[config.mk]
export PLATFORM = sky130hd
export DESIGN_NAME = mmc_irq_router
export DESIGN_NICKNAME = d
export VERILOG_FILES = /design/src/rtl/mmc_irq_router_pkg.sv /design/src/rtl/mmc_irq_pend.sv /design/src/rtl/mmc_irq_mask.sv /design/src/rtl/mmc_irq_steer.sv /design/src/rtl/mmc_irq_router.sv
export SDC_FILE = /design/constraint.sdc
export NUM_CORES = 1
export LEC_CHECK = 0
export ABC_AREA = 1
export CAP_MARGIN = 20
export CORE_MARGIN = 10
export CORE_UTILIZATION = 35
export CTS_CLUSTER_DIAMETER = 40
export DETAILED_ROUTE_END_ITERATION = 10
export PLACE_DENSITY_LB_ADDON = 0.25
export SLEW_MARGIN = 25
export SYNTH_ARGS = -nofsm -noshare
export SYNTH_HDL_FRONTEND = slang
export SYNTH_SLANG_ARGS = --single-unit
[constraint.sdc]
create_clock -name clk -period 1.35 [get_ports clk]
set_clock_uncertainty 0.1 [all_clocks]
set_input_delay 0.27 -clock clk [delete_from_list [all_inputs] [get_ports clk]]
set_output_delay 0.27 -clock clk [all_outputs]
set_load 0.005 [all_outputs]
[src/rtl/mmc_irq_router_pkg.sv]
package mmc_irq_router_pkg;
    localparam int unsigned SRC_N      = 13;
    localparam int unsigned BUS_W      = 32;
    localparam int unsigned B_CLK_OFF  = 4;
    localparam int unsigned B_RX_SERV  = 5;
    localparam int unsigned B_TX_SERV  = 6;
    typedef logic [SRC_N-1:0] src_vec_t;
endpackage

[src/rtl/mmc_irq_pend.sv]
module mmc_irq_pend #(
    parameter int unsigned W = 13
) (
    input  logic         clk,
    input  logic         rst_n,
    input  logic [W-1:0] set_i,
    input  logic [W-1:0] clr_i,
    output logic [W-1:0] q_o
);
    // One sticky cell per source; a set beats a clear in the same cycle.
    for (genvar g = 0; g < W; g++) begin : g_cell
        always_ff @(posedge clk) begin
            if (!rst_n)
                q_o[g] <= 1'b0;
            else if (set_i[g])
                q_o[g] <= 1'b1;
            else if (clr_i[g])
                q_o[g] <= 1'b0;
        end
    end
endmodule

[src/rtl/mmc_irq_mask.sv]
module mmc_irq_mask #(
    parameter int unsigned W   = 13,
    parameter int unsigned IN_W = 32
) (
    input  logic            clk,
    input  logic            rst_n,
    input  logic            wr_i,
    input  logic [IN_W-1:0] wdata_i,
    output logic [W-1:0]    q_o
);
    logic [IN_W-W-1:0] unused_hi;
    assign unused_hi = wdata_i[IN_W-1:W];

    always_ff @(posedge clk) begin
        if (!rst_n)
            q_o <= '0;
        else if (wr_i)
            q_o <= wdata_i[W-1:0];
    end
endmodule

[src/rtl/mmc_irq_steer.sv]
module mmc_irq_steer #(
    parameter int unsigned W    = 13,
    parameter int unsigned RX_B = 5,
    parameter int unsigned TX_B = 6
) (
    input  logic [W-1:0] req_i,
    input  logic [W-1:0] mask_i,
    input  logic         dma_i,
    output logic         cpu_o,
    output logic         rx_o,
    output logic         tx_o
);
    logic [W-1:0] eff_mask;

    always_comb begin
        eff_mask = mask_i;
        if (dma_i) begin
            eff_mask[RX_B] = 1'b1;
            eff_mask[TX_B] = 1'b1;
        end
        cpu_o = |(req_i & ~eff_mask);
        rx_o  = dma_i & req_i[RX_B];
        tx_o  = dma_i & req_i[TX_B];
    end
endmodule

[src/rtl/mmc_irq_router.sv]
module mmc_irq_router
    import mmc_irq_router_pkg::*;
(
    input  logic             clk,
    input  logic             rst_n,
    input  logic [SRC_N-1:0] evt_set_i,
    input  logic             mask_wr_i,
    input  logic [BUS_W-1:0] mask_wdata_i,
    input  logic             dma_mode_i,
    input  logic             clk_start_i,
    input  logic             clk_stop_i,
    input  logic             rx_port_rd_i,
    input  logic             tx_port_wr_i,
    output logic             cpu_irq_o,
    output logic             rx_dma_req_o,
    output logic             tx_dma_req_o,
    output logic [SRC_N-1:0] req_o,
    output logic [SRC_N-1:0] mask_o
);
    src_vec_t set_vec;
    src_vec_t clr_vec;

    always_comb begin
        set_vec            = evt_set_i;
        set_vec[B_CLK_OFF] = evt_set_i[B_CLK_OFF] | clk_stop_i;
        clr_vec            = '0;
        clr_vec[B_CLK_OFF] = clk_start_i;
        clr_vec[B_RX_SERV] = rx_port_rd_i;
        clr_vec[B_TX_SERV] = tx_port_wr_i;
    end

    mmc_irq_pend #(.W(SRC_N)) pend_i (
        .clk   (clk),
        .rst_n (rst_n),
        .set_i (set_vec),
        .clr_i (clr_vec),
        .q_o   (req_o)
    );

    mmc_irq_mask #(.W(SRC_N), .IN_W(BUS_W)) mask_i (
        .clk     (clk),
        .rst_n   (rst_n),
        .wr_i    (mask_wr_i),
        .wdata_i (mask_wdata_i),
        .q_o     (mask_o)
    );

    mmc_irq_steer #(.W(SRC_N), .RX_B(B_RX_SERV), .TX_B(B_TX_SERV)) steer_i (
        .req_i  (req_o),
        .mask_i (mask_o),
        .dma_i  (dma_mode_i),
        .cpu_o  (cpu_irq_o),
        .rx_o   (rx_dma_req_o),
        .tx_o   (tx_dma_req_o)
    );
endmodule

==> flow_summary.ini <==
[place]
hpwl_dp_microns = 2790
dpl.cell_count = 257
gp_congestion = 0.782
placement.io_buffers = 62
pre_cts_ws_ns = -0.476

[yosys]
netlist.area_leader.share_pct = 48.9
netlist_area_sq_um = 1060
share_of_async_settable_or_async_resettable_flops_after_synthesis_pct = 0
syn_inst = 133
synthTopCellsByArea = sky130_fd_sc_hd__dfxtp_1 49%, sky130_fd_sc_hd__nor2_1 8.8%, sky130_fd_sc_hd__a21oi_2 8.2%
avgSynthCellArea_sq_um = 8.01
synth.distinct_cells = 13
ys_dominant_reg_cell = sky130_fd_sc_hd__dfxtp_1
yosys_warnings = 0
synth_edf_count = 0
post-synth-top-area-cell = sky130_fd_sc_hd__dfxtp_1
synth-seq-area-share_pct = 48.9
synth.cells.most_frequent = 26 x sky130_fd_sc_hd__dfxtp_1, 25 x sky130_fd_sc_hd__nor2_1, 23 x sky130_fd_sc_hd__nand2_1
post-synth-top-count-cell = sky130_fd_sc_hd__dfxtp_1
postSynthRegisterBits = 26
syn_nets = 186

[cells_and_area]
fin_nets = 286
synthToLayoutAreaGrowth_pct = 83.2
post_layout_nonfiller_instances = 262
layout.filler_cells = 244
final_core_util_pct = 69.0
num_antenna_cells = 0
post_route_cells_drive_above_1_share_pct = 53.7

[power_and_ir_drop]
p_per_area_nw_per_um2 = 848
power.leakage_uw = 0.000958
vdd.ir_drop.worst_mv = 0.479

[clock_tree]
cts.sinks = 26
cts_max_level = 1
clk_pin_slew_worst_paths_ns = 0.14
clk_root_buffer_cell = sky130_fd_sc_hd__clkbuf_4
numCtsBuffers = 3
clk_path_buf_depth = 2
clk-insertion-delay-late_ns = 0.32
tritoncts = done
ctsHoldBuffers = 0

[setup_path]
worstPathArrival_ns = 1.19
critPathRequiredTime_ns = 0.98
worstSetupPathType = register to output pin
critical_path.endpoint_type = output pin
worst_r2r_path_depth = 3
startpoint_type = register
rrSetupSlack_ns = 0.49
crit_fanout = 2

[run]
max_cap_violations = 0

[floorplanning]
vertical_die_dimension_microns = 75.2
num_io_pins = 82
initial_utilization_pct = 37.6
placementRows = 19
die-width_microns = 75.2
core_sq_um = 2830
floorplan.die_area_sq_um = 5650

[drt]
detail_route.drc_violations = 0
routed_wl_microns = 3440
postRouteAntennaNets = 0
num_vias = 1157
routedWlPerCell_microns = 13.1
viasPerCell = 4.42
firstDrtPassIters = 4
number_of_drc_markers_after_the_initial_detailed_route_iteration = 48

[timing]
setup_violations = 2
max_slew.worst_pin.slew_ns = 0.263
setup_ws_ns = -0.211
slew-limit-headroom_pct = 82.4
fmax_ghz = 0.641
slew_violations = 0
post-route-min-period_ns = 1.56
grt_setup_unrepaired = true
finalHoldViolCount = 0
finalHoldWorstSlack_ns = 0.380
min_period_over_period_pct = 116

[run_status]
run_status = finished with violations
failed_checks = negative setup slack

[hold_path]
hold_path_depth = 2
holdCritPathClass = register to register

[global_route]
antenna_found_initial = 0
grt_max_degree = 18
grt_first_pass_wirelength_microns = 5670
residual_overflow_from_global_routing = 0
grt_util_all_layers_pct = 12.7
first_global_vias = 1228
==> timing repair <==
item	4_1_cts	5_1_grt
gates cloned	0	0
setup buffers	2	0
gates resized for setup	130	11
pin swaps	4	1
setup endpoints to repair	29	4
==> report_power, final <==
group	switching [uW]	internal (uW)
logic	180	277
clock network	230	105
registers	29.4	832
==> worst max-delay path, stage by stage (launching register included) <==
cell and delay (ns):
sky130_fd_sc_hd__dfxtp_2 0.36, sky130_fd_sc_hd__inv_1 0.05, sky130_fd_sc_hd__nand2_1 0.05, sky130_fd_sc_hd__nand2_1 0.05
sky130_fd_sc_hd__inv_1 0.06, sky130_fd_sc_hd__nand2_2 0.05, sky130_fd_sc_hd__nor2_2 0.08, sky130_fd_sc_hd__nand2_1 0.05
sky130_fd_sc_hd__buf_2 0.12
==> worst paths after layout <==
| path | start | to |
|---|---|---|
| worst max register to register | pend_i.q_o[5] | pend_i.q_o[5] |
| worst min register to register | mask_i.q_o[4] | mask_i.q_o[4] |
| worst max-delay path | mask_i.q_o[7] | cpu_irq_o |
| worst min-delay path | mask_i.q_o[4] | mask_i.q_o[4] |
==> layout make-up <==
type	instances	area, sq um	share of cell area (%)
Sequential cell	26	553	28.4
Clock buffer	3	22.5	1.15
Timing Repair Buffer	99	817	41.9
Inverter	24	90.1	4.62
Tap cell	31	38.8	1.99
Multi-Input combinational cell	79	429	22.0
==> layer usage <==
layer  up-vias  part of all wire [%]  global-route usage [%]
li1        601                     -                       -
met1       517                    37                    12.9
met2        33                    53                    23.5
met3         6                   7.7                    4.73
met4         0                   1.6                    4.33
met5         -                     0                       0
==> placed cells by master, fill, tap and decap left out <==
cell type	count
sky130_fd_sc_hd__o21ai_0	3
sky130_fd_sc_hd__dlygate4sd2_1	8
sky130_fd_sc_hd__buf_4	34
sky130_fd_sc_hd__clkbuf_4	3
sky130_fd_sc_hd__nand2_1	18
sky130_fd_sc_hd__nand3_1	1
sky130_fd_sc_hd__buf_2	19
sky130_fd_sc_hd__a21oi_2	11
sky130_fd_sc_hd__dfxtp_2	26
sky130_fd_sc_hd__a21oi_1	6
sky130_fd_sc_hd__nand2_2	5
sky130_fd_sc_hd__nor2_1	24
sky130_fd_sc_hd__buf_6	5
sky130_fd_sc_hd__nor2_2	1
sky130_fd_sc_hd__o21ai_2	10
sky130_fd_sc_hd__inv_2	9
sky130_fd_sc_hd__clkdlybuf4s50_1	32
sky130_fd_sc_hd__inv_1	15
sky130_fd_sc_hd__buf_12	1
==> metrics by stage <==
stage / total power (uW) / cell area [sq um] / setup TNS (ns)
6_report: 1650 / 1950 / -0.247
5_1_grt: 1750 / 1950 / -0.457
4_1_cts: 1660 / 1930 / -0.299
3_5_place_dp: 1360 / 1960 / -2.52
3_3_place_gp: 1350 / 1960 / -2.07
2_1_floorplan: 1020 / 1060 / 0
==> cell families (layout without fill, tap and decap cells) <==
| group | after synthesis | count (layout) | share of synthesized area (%) |
|---|---|---|---|
| AO/OA/AOI/OAI | 30 | 30 | 21.2 |
| buffers and inverters | 28 | 126 | 12.6 |
| flip-flops | 26 | 26 | 48.9 |
| AND/OR/NAND/NOR | 49 | 49 | 17.4 |
==> flip-flops by register name, indices dropped and copies added (netlist names) <==
name,flops
pend_i.q_o,13
mask_i.q_o,13
Note: power is estimated with default switching activity, not from simulation.
